$ cat src/rtl/ext_irq_pkg.sv
package ext_irq_pkg;

  typedef enum logic [2:0] {
    TRIG_LEVEL_LOW,
    TRIG_LEVEL_HIGH,
    TRIG_EDGE_FALL,
    TRIG_EDGE_RISE,
    TRIG_EDGE_ANY
  } trig_e;

  typedef struct packed {
    logic any_edge;
    logic level;
    logic sense;
    logic enable;
  } pin_cfg_t;

  localparam int SLOTS   = 4;
  localparam int F_EN    = 0;
  localparam int F_SENSE = 4;
  localparam int F_LEVEL = 8;
  localparam int F_ANY   = 12;
  localparam int F_ACK   = 16;

  localparam pin_cfg_t CFG_RESET = '{any_edge: 1'b0, level: 1'b1, sense: 1'b0, enable: 1'b0};

  function automatic trig_e decode_trig(pin_cfg_t c);
    if (c.any_edge)   return TRIG_EDGE_ANY;
    else if (c.level) return c.sense ? TRIG_LEVEL_HIGH : TRIG_LEVEL_LOW;
    else              return c.sense ? TRIG_EDGE_RISE : TRIG_EDGE_FALL;
  endfunction

endpackage

$ cat src/rtl/ext_irq_sync.sv
module ext_irq_sync #(
  parameter int W = 1
) (
  input  logic         clk,
  input  logic         rst_n,
  input  logic [W-1:0] async_in,
  output logic [W-1:0] sync_out
);

  logic [W-1:0] stage1_q, stage2_q;

  always_ff @(posedge clk or negedge rst_n) begin
    if (!rst_n) begin
      stage1_q <= '0;
      stage2_q <= '0;
    end else begin
      stage1_q <= async_in;
      stage2_q <= stage1_q;
    end
  end

  assign sync_out = stage2_q;

endmodule

$ cat src/rtl/ext_irq_cfg_regs.sv
module ext_irq_cfg_regs
  import ext_irq_pkg::*;
#(
  parameter int NUM_PINS = 6,
  parameter int PW       = 6
) (
  input  logic            clk,
  input  logic            rst_n,
  input  logic            wr_en,
  input  logic            wr_addr,
  input  logic [31:0]     wr_data,
  input  logic            rd_addr,
  output logic [31:0]     rd_data,
  output pin_cfg_t        cfg_o [PW],
  output logic [PW-1:0]   ack_o
);

  for (genvar i = 0; i < PW; i++) begin : g_pin
    if (i < NUM_PINS) begin : g_impl
      localparam int REG_IDX = i / SLOTS;
      localparam int SLOT    = i % SLOTS;
      logic     sel;
      pin_cfg_t cfg_d, cfg_q;

      assign sel = wr_en && (int'(wr_addr) == REG_IDX);

      always_comb begin
        cfg_d.enable   = wr_data[F_EN + SLOT];
        cfg_d.sense    = wr_data[F_SENSE + SLOT];
        cfg_d.level    = wr_data[F_LEVEL + SLOT];
        cfg_d.any_edge = wr_data[F_ANY + SLOT];
      end

      always_ff @(posedge clk or negedge rst_n) begin
        if (!rst_n)   cfg_q <= CFG_RESET;
        else if (sel) cfg_q <= cfg_d;
      end

      assign cfg_o[i] = cfg_q;
      assign ack_o[i] = sel & wr_data[F_ACK + SLOT];
    end else begin : g_none
      assign cfg_o[i] = '0;
      assign ack_o[i] = 1'b0;
    end
  end

  always_comb begin
    rd_data = '0;
    for (int i = 0; i < NUM_PINS; i++) begin
      if ((i / SLOTS) == int'(rd_addr)) begin
        rd_data[F_EN + i % SLOTS]    = cfg_o[i].enable;
        rd_data[F_SENSE + i % SLOTS] = cfg_o[i].sense;
        rd_data[F_LEVEL + i % SLOTS] = cfg_o[i].level;
        rd_data[F_ANY + i % SLOTS]   = cfg_o[i].any_edge;
      end
    end
  end

endmodule

$ cat src/rtl/ext_irq_detect.sv
module ext_irq_detect
  import ext_irq_pkg::*;
(
  input  logic     clk,
  input  logic     rst_n,
  input  logic     pin_s,
  input  pin_cfg_t cfg,
  input  logic     ack,
  output logic     req
);

  trig_e mode;
  logic  prev_q, latch_q, latch_d, latch_en;
  logic  edge_hit, is_edge_mode, level_val;

  assign mode = decode_trig(cfg);

  always_comb begin
    edge_hit     = 1'b0;
    is_edge_mode = 1'b1;
    level_val    = 1'b0;
    unique case (mode)
      TRIG_EDGE_RISE:  edge_hit = pin_s & ~prev_q;
      TRIG_EDGE_FALL:  edge_hit = ~pin_s & prev_q;
      TRIG_EDGE_ANY:   edge_hit = pin_s ^ prev_q;
      TRIG_LEVEL_HIGH: begin is_edge_mode = 1'b0; level_val = pin_s;  end
      TRIG_LEVEL_LOW:  begin is_edge_mode = 1'b0; level_val = ~pin_s; end
      default:         is_edge_mode = 1'b1;
    endcase
  end

  // acknowledge loses to a fresh edge in the same cycle
  always_comb begin
    latch_en = edge_hit | ack;
    latch_d  = edge_hit ? 1'b1 : 1'b0;
  end

  always_ff @(posedge clk or negedge rst_n) begin
    if (!rst_n) begin
      prev_q  <= 1'b0;
      latch_q <= 1'b0;
    end else begin
      prev_q <= pin_s;
      if (latch_en) latch_q <= latch_d;
    end
  end

  assign req = cfg.enable & (is_edge_mode ? latch_q : level_val);


  edge_wins_chk: assert property (@(posedge clk) disable iff (!rst_n)
    (is_edge_mode && (pin_s != prev_q) && (mode == TRIG_EDGE_ANY)) |=> latch_q);


  ack_clears_chk: assert property (@(posedge clk) disable iff (!rst_n)
    (ack && !edge_hit) |=> !latch_q);


  level_holds_latch_chk: assert property (@(posedge clk) disable iff (!rst_n)
    (!is_edge_mode && !ack) |=> $stable(latch_q));


  latch_needs_change_chk: assert property (@(posedge clk) disable iff (!rst_n)
    $rose(latch_q) |-> ($past(pin_s) != $past(prev_q)));


  masked_quiet_chk: assert property (@(posedge clk) disable iff (!rst_n)
    (!cfg.enable) |-> !req);

endmodule

$ cat src/rtl/ext_irq_trigger.sv
module ext_irq_trigger
  import ext_irq_pkg::*;
#(
  parameter int NUM_PINS = 6,
  localparam int PW      = (NUM_PINS > 0) ? NUM_PINS : 1
) (
  input  logic          clk,
  input  logic          rst_n,
  input  logic [PW-1:0] pin_in,
  input  logic          wr_en,
  input  logic          wr_addr,
  input  logic [31:0]   wr_data,
  input  logic          rd_addr,
  output logic [31:0]   rd_data,
  output logic [PW-1:0] irq_req
);

  logic [PW-1:0] pin_s;
  logic [PW-1:0] ack;
  pin_cfg_t      cfg [PW];

  ext_irq_sync #(.W(PW)) u_sync (
    .clk      (clk),
    .rst_n    (rst_n),
    .async_in (pin_in),
    .sync_out (pin_s)
  );

  ext_irq_cfg_regs #(.NUM_PINS(NUM_PINS), .PW(PW)) u_regs (
    .clk     (clk),
    .rst_n   (rst_n),
    .wr_en   (wr_en),
    .wr_addr (wr_addr),
    .wr_data (wr_data),
    .rd_addr (rd_addr),
    .rd_data (rd_data),
    .cfg_o   (cfg),
    .ack_o   (ack)
  );

  for (genvar i = 0; i < PW; i++) begin : g_det
    if (i < NUM_PINS) begin : g_impl
      ext_irq_detect u_det (
        .clk   (clk),
        .rst_n (rst_n),
        .pin_s (pin_s[i]),
        .cfg   (cfg[i]),
        .ack   (ack[i]),
        .req   (irq_req[i])
      );
    end else begin : g_none
      assign irq_req[i] = 1'b0;
    end
  end

endmodule

$ cat config.mk
export PLATFORM = sky130hd
export DESIGN_NAME = ext_irq_trigger
export DESIGN_NICKNAME = d
export VERILOG_FILES = /design/src/rtl/ext_irq_pkg.sv /design/src/rtl/ext_irq_sync.sv /design/src/rtl/ext_irq_cfg_regs.sv /design/src/rtl/ext_irq_detect.sv /design/src/rtl/ext_irq_trigger.sv
export SDC_FILE = /design/constraint.sdc
export NUM_CORES = 1
export LEC_CHECK = 0
export BUFFER_PORTS_ARGS = -buffer_cell sky130_fd_sc_hd__buf_2
export CAP_MARGIN = 20
export CORE_UTILIZATION = 45
export CTS_CLUSTER_SIZE = 25
export DETAILED_ROUTE_END_ITERATION = 16
export PLACE_DENSITY = 0.78
export RECOVER_POWER = 100
export SYNTH_ARGS = -nofsm -noshare
export SYNTH_HDL_FRONTEND = slang
export SYNTH_SLANG_ARGS = --single-unit
$ cat constraint.sdc
create_clock -name clk -period 1.23 [get_ports clk]
set_input_delay 0.246 -clock clk [delete_from_list [all_inputs] [get_ports clk]]
set_output_delay 0.246 -clock clk [all_outputs]
set_load 0.01 [all_outputs]
# Word level (Yosys, flattened, before mapping)
# Cells that the tools add are included.
# totals
register_bits	48
wordCells	189
# classes
eq_ne	24
n_mux	64
n_bitwise	49
n_reduce_logical	14
# op_table
cell	count
1-bit 2-to-1 mux	40
3-bit by 2-bit == test with 1-bit output (second input constant)	12
3-bit 2-to-1 mux	12
1-bit AND	24
3-bit by 1-bit == test with 1-bit output (second input constant)	6
3-bit == test (second input constant)	6
3-bit zero test	6
1-bit case mux with 3 select lines	6
1-bit inverter	13
1-bit case mux with 2 select lines	6
2-bit OR reduction	6
1-bit OR	6
1-bit XOR	6
1-bit logical AND	2

# Depth between registers and ports, before layout
# Gate-level depths: netlist (run 1).
# depth
word_depth	7
depth_mapped	5

# By module
# From an unflattened synthesis (run 1), not the netlist that was laid out.
# unflattened
cells_unflattened	195
hier_area_um2	2534.9
# by_module_without_submodules
module	instances	cells_each	area_per_inst_um2	seq_area_each_um2
ext_irq_cfg_regs	1	93	1311.3	608.1
ext_irq_detect	6	15	153.9	50.0
ext_irq_sync	1	12	300.3	300.3

# Least setup slack after synthesis (run 1)
# OpenSTA, ideal clock, no wires.
# synth_path
path_type	input -> output
start	input rd_addr
end	output rd_data[13]
arrival_ns	0.962
path_slack_ns	0.022
stages	3
n_path_buf	2
path_cell_list	buf_2 -> buf_2 -> mux2_2
# synth_via
elab_chain_cells	1
# synth_rtl
item	line_no	rtl
start: declaration	ext_irq_trigger.sv:13	input logic rd_addr,
1-bit 2-to-1 mux	ext_irq_cfg_regs.sv:50	if ((i / SLOTS) == int'(rd_addr)) begin
end: declaration	ext_irq_trigger.sv:14	output logic [31:0] rd_data,
# Every way passes these cells.

# Worst setup path in the final report (run 1)
# layout_path
start	register u_regs.g_pin[0].g_impl.cfg_q (netlist bit u_regs.cfg_o[22])
end	output irq_req[0]
# layout_via
elab_chain_cells	6
# layout_rtl
item	line_no	rtl
start: declaration	ext_irq_cfg_regs.sv:23	pin_cfg_t cfg_d, cfg_q;
start signal: assignment	ext_irq_cfg_regs.sv:36	else if (sel) cfg_q <= cfg_d;
3-bit 2-to-1 mux *	ext_irq_pkg.sv:29	else if (c.level) return c.sense ? TRIG_LEVEL_HIGH : TRIG_LEVEL_LOW;
3-bit 2-to-1 mux *	ext_irq_pkg.sv:28	if (c.any_edge) return TRIG_EDGE_ANY;
3-bit by 1-bit == test with 1-bit output or 3-bit zero test (tied branches)	ext_irq_detect.sv:22	unique case (mode)
1-bit case mux with 2 select lines or 2-bit OR reduction (tied branches)	--	
1-bit 2-to-1 mux *	ext_irq_detect.sv:48	assign req = cfg.enable & (is_edge_mode ? latch_q : level_val);
1-bit AND *	ext_irq_detect.sv:48	
end: declaration	ext_irq_trigger.sv:15	output logic [PW-1:0] irq_req
# Mark *: on every way between the ends. The rest lies on a longest branch, timed or not.

==> results of run 1 <==
-- sequential cells by signal (all words and copies together), names as in the netlist --
signal and count:
u_sync.stage1_q 6, g_det.g_impl.u_det.latch_q 6, u_regs.cfg_o 24, g_det.g_impl.u_det.prev_q 6, u_sync.sync_out 6
-- kinds of logic after synthesis --
kind of cell,Yosys count,synth area share (%)
buffers and inverters,50,11.79
DFF,48,50.16
muxes,38,17.45
and+or+nand+nor,34,7.685
adders and majority gates,12,6.230
AOI/OAI and AO/OA,12,4.361
xor gates and xnor gates,6,2.181
other,1,0.1556
-- final cells by class --
class / count / area, µm²
Clock buffer: 6 / 72.57
Inverter: 24 / 90.09
Fill cell: 443 / 1948
Sequential cell: 48 / 1209
Timing Repair Buffer: 88 / 633.1
Clock inverter: 1 / 5.005
Tap cell: 70 / 87.58
Multi-Input combinational cell: 118 / 1095
-- power by group through the flow --
stage	registers (W)	clock network (W)	logic, W
final	0.00193	0.000885	0.00125
after global routing	0.00196	0.000980	0.00137
after CTS	0.00193	0.000917	0.00116
after detailed placement	0.00195	0	0.000946
after global placement	0.00194	0	0.000918
after floorplan	0.00194	0	0.000617
-- stage by stage --
step | worst slack, ns | instance area, µm² | power (W)
after floorplan | 0.02198 | 2466 | 0.002559
after global placement | -0.03477 | 2818 | 0.002857
after detailed placement | -0.05082 | 2818 | 0.002896
after CTS | -0.3579 | 3104 | 0.004005
after global routing | -0.4274 | 3192 | 0.004307
final | -0.3656 | 3192 | 0.004071
-- placed cells by master, fill, tap and decap left out --
cell type and n:
clkinv_2 1, buf_2 38, o31ai_2 2, a221o_1 6, nor3_1 6, nor2b_4 4
nand3_1 8, dfrtp_1 42, nand2b_4 2, o31ai_1 2, clkbuf_8 5, conb_1 16
mux2i_1 6, ha_1 7, dfstp_2 6, mux2_4 7, nor2b_2 1, mux2_2 25
clkbuf_1 6, ha_2 5, inv_1 24, nor2b_1 4, clkbuf_4 2, dlygate4sd3_1 1
buf_6 23, buf_4 18, clkbuf_2 1, xor2_1 6, nand2_1 5, o31ai_4 2
nand2b_1 4
-- worst paths after layout --
kind	start	to	cells after the start
max	u_regs.cfg_o[22]	irq_req[0]	3
min	pin_in[0]	u_sync.stage1_q[0]	1
max reg2reg	u_sync.sync_out[4]	g_det[4].g_impl.u_det.latch_q	4
min reg2reg	u_sync.stage1_q[1]	u_sync.sync_out[1]	0
max in group asynchronous	rst_n	u_sync.stage1_q[5]	3
min in group asynchronous	rst_n	g_det[3].g_impl.u_det.prev_q	3
-- metal layers --
| layer | vias up | track usage (%) | share of wire [%] | routed length, µm |
|---|---|---|---|---|
| li1 | 796 | - | - | - |
| met1 | 801 | 20.57 | 43 | 2051 |
| met2 | 41 | 30.93 | 53 | 2509 |
| met3 | 6 | 4.819 | 3.3 | 157 |
| met4 | 0 | 6.173 | 1.2 | 58 |
| met5 | - | 0 | 0 | 0 |
-- repair_timing --
action,4_1_cts,5_1_grt
pin swaps,1,4
endpoints found under the setup margin,23,28
setup buffers,9,4
hold buffers,1,0
resized for setup,29,23
endpoints found under the hold margin,42,0
==> flow_summary.ini, run 1 <==
[global_route]
antenna_found_initial = 0
grt_max_degree = 49
grt_pass1_vias = 1554
gr-usage-all-layers_pct = 17.53
grt_first_pass_wirelength_mm = 7.051
grt_overflow = 0

[clock_tree]
numCtsBuffers = 5
htreeDepth = 2
clk_pin_slew_ns = 0.08
cts.sinks = 48
cts_tree = done
clock_path_buffers = 2
cts-root-buf = clkbuf_8
clk_latency_ns = 0.30

[setup_path]
path_cells = nand2b_4 > o31ai_4 > buf_2
crit_type = flop to primary output
path_buf_inv = 1
cp_slowest_cell = dfstp_2
path_max_fanout = 2
critPathMaxStageDelay_ns = 0.56
arrival_ns = 1.35
path_delay_family = flip-flops
rrSetupSlack_ns = 0.02
critPathCaptureType = primary output
crit_required_ns = 0.98
cp-start-kind = flop

[timing]
finalMaxSlewViolations = 0
worst_slack_ns = -0.3656
min_period_ns = 1.596
whs_ns = 0.04580
setup_viol = 20
setup_tns_ns = -4.368
clock.fmax_mhz = 626.7
post-route-period-util_pct = 129.7
finClkSkew_ns = 0.003170
timing.slew.headroom_pct = 56.00
rsz0062_at_grt = true
hold_viol_final = 0
worst_pin_slew_ns = 0.6600

[routing]
ant_nets = 0
num_vias = 1644
firstDrtPassIters = 4
via_per_inst = 4.631
drc = 0
post_drt_wl_per_cell_um = 13.46
wl_mm = 4.777
drt_iter0_drc = 39

[final_layout]
fin_cells = 355
syn_to_final_growth_pct = 32.45
antennaDiodeCount = 0
utilization_pct = 62.10
drive_gt1_share_pct = 49.82
fin_nets = 340

[floorplan]
die_width_um = 75.18
dieArea_mm2 = 0.005652
core-area_mm2 = 0.005140
io_pins = 81
rows = 26
initial_utilization_pct = 46.88
die_h_um = 75.18

[status]
violations = setup timing
status = complete, but fails checks

[synthesis]
seq_area_frac_synth_pct = 50.16
avgSynthCellArea_um2 = 11.99
ys_ff_latch = 48
synth_flop_cell = dfrtp_1
synth_cells = 201
synth_cell_types = 19
yosys_warnings = 0
yosys-top-cells-area = dfrtp_1 (44%), mux2_2 (15%), buf_4 (7.2%)
synth_top_area_share_pct = 43.61
syn-cell-area_mm2 = 0.002410
synth_top_area_cell = dfrtp_1
synth-edff-count = 0
yosysMostFrequentCell = dfrtp_1
async_flop_share_pct = 100.0
synth_common_cells = dfrtp_1 (42), mux2_2 (32), inv_1 (24)

[placed_design]
dp_hpwl_mm = 3.178
dp.cells = 335
gp_congestion = 0.7438
io_buffers = 52

[power]
comb_power_share_pct = 30.8
pwr-share-clk_pct = 21.7
switching_share_pct = 28.55
power_frac_seq_pct = 47.5
power_density_mw_per_mm2 = 1275
peakVddDrop_v = 0.0007513
switching_power_w = 0.001162
intPower_w = 0.002909
p_leak_nw = 1.598

[min_path]
hold_path_class = input pin to flop

[run]
cap_violations = 0
Power figures use the tool's default switching activity.
==> inputs of run 2 (changes only) <==
--- a/config.mk
+++ b/config.mk
@@ -7,11 +7,12 @@
 export LEC_CHECK = 0
 export BUFFER_PORTS_ARGS = -buffer_cell sky130_fd_sc_hd__buf_2
 export CAP_MARGIN = 20
-export CORE_UTILIZATION = 45
+export CORE_UTILIZATION = 46
 export CTS_CLUSTER_SIZE = 25
 export DETAILED_ROUTE_END_ITERATION = 16
-export PLACE_DENSITY = 0.78
+export PLACE_DENSITY = 0.79
 export RECOVER_POWER = 100
 export SYNTH_ARGS = -nofsm -noshare
 export SYNTH_HDL_FRONTEND = slang
+export SYNTH_HIERARCHICAL = 1
 export SYNTH_SLANG_ARGS = --single-unit
==> run 2 against run 1 <==
- the flow still finishes with violations (setup timing)
- critical path depth unchanged
- synthesized area up 5.2%
- largest power group unchanged
- highest routed layer unchanged
- global-route usage down 0.41 points
- non-clock buffer count down 7
- synthesized cell count down 3.0%
- setup slack better by 0.058 ns
- critical endpoint is now irq_req[1]
- core utilization up 0.69 points
- wire length up 4.6%
- first-iteration DRC count up 26%
==> flow_summary.ini, run 2 <==
[status]
status = complete, but fails checks
violations = setup timing

[synthesis]
synthAdderAreaFrac_pct = 5.923
synth_cells = 195
synth_common_cells = dfrtp_1 (42), buf_4 (16), mux2_2 (16), mux2_4 (16), nor2b_1 (14)
synth.area.mux_share_pct = 18.95
synth_top_area_share_pct = 41.46
seq_area_frac_synth_pct = 47.68
synth_top_area_cell = dfrtp_1
yosys-top-cells-area = dfrtp_1 (41%), mux2_4 (9.5%), mux2_2 (7.1%)
ys_ff_latch = 48
async_flop_share_pct = 100.0
yosys.area_share.xor_xnor_pct = 2.073
avgSynthCellArea_um2 = 13.00
yosysMostFrequentCell = dfrtp_1
synth-edff-count = 0
synth-compound-area-share_pct = 5.331
yosys_warnings = 6
yosys.area_share.simple_pct = 11.50
synth_cell_types = 24
synth_flop_cell = dfrtp_1
syn-cell-area_mm2 = 0.002535
synth_top_family_by_area = multiplexers

[timing]
post-route-period-util_pct = 125.0
clock.fmax_mhz = 650.5
timing.slew.headroom_pct = 56.87
worst_pin_slew_ns = 0.6470
setup_viol = 20
worst_slack_ns = -0.3073
finClkSkew_ns = 0.006643
hold_viol_final = 0
rsz0062_at_grt = true
min_period_ns = 1.537
finalMaxSlewViolations = 0

[global_route]
grt_pass1_vias = 1657
grt_first_pass_wirelength_mm = 7.803
grt_max_degree = 49
antenna_found_initial = 0
gr-usage-all-layers_pct = 17.12
grt_overflow = 0

[power]
comb_power_share_pct = 29.3
switching_share_pct = 27.97
p_leak_nw = 1.632
switching_power_w = 0.001189
peakVddDrop_v = 0.0007939
power_frac_seq_pct = 46.9
p_total_w = 0.004250
power_density_mw_per_mm2 = 1300
intPower_w = 0.003061
pwr-share-clk_pct = 23.8

[clock_tree]
numCtsBuffers = 5
clk_pin_slew_ns = 0.09
clock_path_buffers = 2
clk_latency_ns = 0.29
cts_tree = done
cts-root-buf = clkbuf_8
cts.sinks = 48
htreeDepth = 2

[routing]
drc = 0
drt_iter0_drc = 49
wl_mm = 4.997
via_per_inst = 4.699
ant_nets = 0
post_drt_wl_per_cell_um = 14.32
num_vias = 1640
firstDrtPassIters = 4

[floorplan]
initial_utilization_pct = 48.70
die_width_um = 76.24
rows = 26
core-area_mm2 = 0.005205
die_h_um = 76.24
io_pins = 81
dieArea_mm2 = 0.005812

[placed_design]
io_buffers = 52
dp.cells = 317
gp_congestion = 0.7234
dp_hpwl_mm = 3.113

[final_layout]
nFillCells = 427
antennaDiodeCount = 0
multi_input_area_mm2 = 0.001257
largest_reg_flops = 24
final_cell_mix = buf_2 (40), dfrtp_1 (38), buf_4 (22)
fin_nets = 333
final_common_cell = buf_2
syn_to_final_growth_pct = 28.92
fin_cells = 349
ff_latch_area_mm2 = 0.001214
drive_gt1_share_pct = 52.69

[setup_path]
path_max_fanout = 3
arrival_ns = 1.29
reg2reg_depth = 4
crit_start = u_regs/cfg_o[18]
crit_required_ns = 0.98
r2r-end = g_det[0].g_impl.u_det/latch_q
r2r_start = u_regs/cfg_o[21]
cp-start-kind = flop
rrSetupSlack_ns = 0.08
critPathCaptureType = primary output
crit_type = flop to primary output
endpoint = irq_req[1]

[min_path]
worstHoldPathCells = 1
hold_path_class = input pin to flop

[run]
cap_violations = 0
[run 2: cell count changes after synthesis, sizes merged]
cell    before  now
a221o        6    0
and2         0    4
and3         0    2
buf         26   20
inv         24   12
nand2        5    7
nand2b       6   12
nand3        8    0
nand3b       0    6
nor2b        9   15
nor3         6    0
o22ai        0    6
o311ai       0    6
o31ai        6    0
[run 2: cell type report]
class / instances / area share [%]
multi-input combinational: 130 / 38.48
tap: 70 / 2.680
inverter: 12 / 1.378
clock buffer: 8 / 3.063
timing repair buffer: 81 / 17.27
sequential: 48 / 37.14
[run 2: kinds of logic (layout without fill, tap and decap cells)]
kind of cell / Yosys count / in the layout
flip-flops: 48 / 48
AND/OR/NAND/NOR: 46 / 46
multiplexers: 38 / 38
buffers and inverters: 32 / 101
adder cells (fa/ha/maj): 12 / 12
AO/OA/AOI/OAI: 12 / 12
XOR/XNOR: 6 / 6
other: 1 / 16
[run 2: through the flow]
step	util (%)	hold WS (ns)	setup TNS, ns	area, µm²	setup slack [ns]
6_report	62.79	0.05000	-3.241	3268	-0.3073
5_1_grt	62.79	0.03368	-4.307	3268	-0.3677
4_1_cts	60.34	0.03782	-3.229	3141	-0.2692
3_5_place_dp	54.45	0.2541	0	2834	0.0006655
3_3_place_gp	54.45	0.2509	-0.005834	2834	-0.002679
2_1_floorplan	-	-0.04959	0	2591	0.08709
[run 2: how the worst min path moves through the flow]
stage	startpoint	end	slack (ns)
floorplan	rst_n	g_det[0].g_impl.u_det/latch_q	-0.05
finish	pin_in[1]	u_sync/stage1_q[1]	0.05
detailed placement	rst_n	g_det[0].g_impl.u_det/prev_q	0.25
CTS	pin_in[1]	u_sync/stage1_q[1]	0.04
global placement	rst_n	g_det[0].g_impl.u_det/prev_q	0.25
global route	pin_in[5]	u_sync/stage1_q[5]	0.03
[run 2: per-layer routing]
layer	vias up	wire length, µm	global-route usage [%]
li1	787	-	-
met1	811	2167	21.00
met2	40	2649	30.36
met3	2	163	3.952
met4	0	17	4.038
met5	-	0	0
[run 2: timing repair]
action	4_1_cts	5_1_grt
hold buffers	1	0
setup buffers	14	9
gates resized for setup	20	27
setup endpoints to repair	20	22
pin swaps	5	4
endpoints found under the hold margin	42	0
[run 2: critical path: stages, from the launching register on]
cell     delay (ns)
dfstp_2        0.57
nor2b_2        0.18
o22ai_2        0.10
buf_2          0.15
[run 2: power groups by stage]
stage	sequential [W]	clock, W	combinational [W]
2_1_floorplan	0.00196	0	0.000652
3_3_place_gp	0.00201	0	0.000869
3_5_place_dp	0.00202	0	0.000888
4_1_cts	0.00198	0.00105	0.00110
5_1_grt	0.00202	0.00111	0.00134
6_report	0.00199	0.00101	0.00125
==> inputs of run 3 (changes only) <==
--- a/config.mk
+++ b/config.mk
@@ -10,6 +10,7 @@
 export CORE_UTILIZATION = 46
 export CTS_CLUSTER_SIZE = 25
 export DETAILED_ROUTE_END_ITERATION = 16
+export HOLD_SLACK_MARGIN = 0.1
 export PLACE_DENSITY = 0.79
 export RECOVER_POWER = 100
 export SYNTH_ARGS = -nofsm -noshare
==> run 3 against run 2 <==
- non-clock buffer count grew 6
- critical endpoint unchanged
- first-iteration DRC count rose by 27%
- power rose by 0.42%
- largest cell class unchanged
- the flow still finishes with violations (setup timing)
- combinational power about the same
- clock power hardly changed
- design area up 1.8%
- wire length rose by 1.6%
- flip-flop and latch count is the same
==> flow_summary.ini, run 3 (same netlist as run 2, synthesis figures left out) <==
[setup_path]
path_buf_inv = 1
path_max_fanout = 3
crit_required_ns = 0.98
cp_slowest_cell = dfstp_2
critPathMaxStageDelay_ns = 0.57
path_delay_family = flip-flops
path_cells = nor2b_2 > o22ai_2 > buf_2
crit_type = flop to primary output
arrival_ns = 1.30
cp-start-kind = flop
critPathCaptureType = primary output

[power]
switching_power_w = 0.001194
intPower_w = 0.003074
power_frac_seq_pct = 46.7
peakVddDrop_v = 0.0007938
p_leak_nw = 1.657
power_density_mw_per_mm2 = 1282
switching_share_pct = 27.98
comb_power_share_pct = 29.6
pwr-share-clk_pct = 23.8

[timing]
min_period_ns = 1.543
hold_viol_final = 0
finalMaxSlewViolations = 0
setup_viol = 20
post-route-period-util_pct = 125.5
rsz0062_at_grt = true
finClkSkew_ns = 0.006365
clock.fmax_mhz = 647.9
worst_slack_ns = -0.3134
worst_pin_slew_ns = 0.6402
timing.slew.headroom_pct = 57.32

[routing]
drt_iter0_drc = 62
num_vias = 1655
ant_nets = 0
wl_mm = 5.078
drc = 0
firstDrtPassIters = 4
post_drt_wl_per_cell_um = 14.30
via_per_inst = 4.662

[clock_tree]
numCtsBuffers = 5
clock_path_buffers = 2
cts-root-buf = clkbuf_8
cts_tree = done
clk_pin_slew_ns = 0.09
clk_latency_ns = 0.29
htreeDepth = 2
cts.sinks = 48

[placed_design]
dp_slack_ns = 0.0006655
io_buffers = 52
gp_congestion = 0.7234
place_area_mm2 = 0.002834
dp_hpwl_mm = 3.113

[global_route]
grt_pass1_vias = 1680
grt_overflow = 0
grt_max_degree = 49
antenna_found_initial = 0
grt_first_pass_wirelength_mm = 7.893
gr-usage-all-layers_pct = 17.35

[floorplan]
initial_utilization_pct = 48.70
dieArea_mm2 = 0.005812
io_pins = 81
rows = 26
die_h_um = 76.24
die_width_um = 76.24
core-area_mm2 = 0.005205

[min_path]
hold_path_class = input pin to flop

[final_layout]
drive_gt1_share_pct = 51.58
final_common_cell = buf_2
antennaDiodeCount = 0
final_cell_mix = buf_2 (40), dfrtp_1 (38), buf_4 (22)
nFillCells = 427
fin_nets = 339
largest_reg_flops = 24
finish.instance_area_mm2 = 0.003328
syn_to_final_growth_pct = 31.29
utilization_pct = 63.94

[status]
status = complete, but fails checks
violations = setup timing

[run]
cap_violations = 0
==> run 3: cell count changes in the layout (fill, tap and decap cells not counted) <==
| cell | before | now |
|---|---|---|
| dlygate4sd3_1 | 1 | 7 |
==> run 3: cell type report <==
cell class / count / area [µm²] / area share (%)
clock buffer: 8 / 100.1 / 3.008
inverter: 12 / 45.04 / 1.353
multi-input combinational: 130 / 1257 / 37.78
sequential: 48 / 1214 / 36.47
tap: 70 / 87.58 / 2.632
timing repair buffer: 87 / 624.3 / 18.76
==> run 3: through the flow <==
| stage | power [W] | setup TNS (ns) | instances | hold slack, ns |
|---|---|---|---|---|
| after floorplan | 0.002615 | 0 | 210 | -0.04959 |
| after global placement | 0.002875 | -0.005834 | 317 | 0.2509 |
| after detailed placement | 0.002909 | 0 | 317 | 0.2541 |
| after CTS | 0.004141 | -3.229 | 346 | 0.1632 |
| after global routing | 0.004487 | -4.314 | 355 | 0.1623 |
| final | 0.004268 | -3.273 | 355 | 0.1739 |
==> run 3: per-layer routing <==
layer	up-vias	share of wire, %	GRT usage (%)
met3	2	3.3	3.952
met1	810	43	21.07
met2	44	53	31.08
met4	0	0.33	4.038
li1	799	-	-
met5	-	0	0
==> run 3: worst paths after layout <==
check	start	slack [ns]	end	depth (start not counted)
worst max-delay path	u_regs/cfg_o[18]	-0.31	irq_req[1]	3
worst min-delay path	wr_data[6]	0.17	u_regs/cfg_o[13]	2
worst max register to register	u_regs/cfg_o[21]	0.08	g_det[0].g_impl.u_det/latch_q	4
worst min register to register	u_sync/stage1_q[4]	0.35	u_sync/sync_out[4]	0
max in group asynchronous	rst_n	0.15	u_regs/cfg_o[19]	3
min in group asynchronous	rst_n	0.61	g_det[0].g_impl.u_det/prev_q	3
==> run 3: timing repair <==
item	4_1_cts	5_1_grt
pin swaps	5	4
setup endpoints to repair	20	22
gates cloned	0	0
hold endpoints to repair	48	0
hold buffers	7	0
resized for setup	20	27
setup buffers	14	9
==> run 3: power groups by stage <==
stage	combinational (W)	clock, W	sequential, W
floorplan	0.000652	0	0.00196
global placement	0.000869	0	0.00201
detailed placement	0.000888	0	0.00202
CTS	0.00111	0.00105	0.00198
global route	0.00136	0.00111	0.00202
finish	0.00126	0.00101	0.00199
==> run 3: worst register-to-register path: stages, from the launching register on <==
cell	delay, ns
dfrtp_1	0.42
buf_4	0.15
buf_4	0.12
mux2i_1	0.12
o311ai_2	0.24
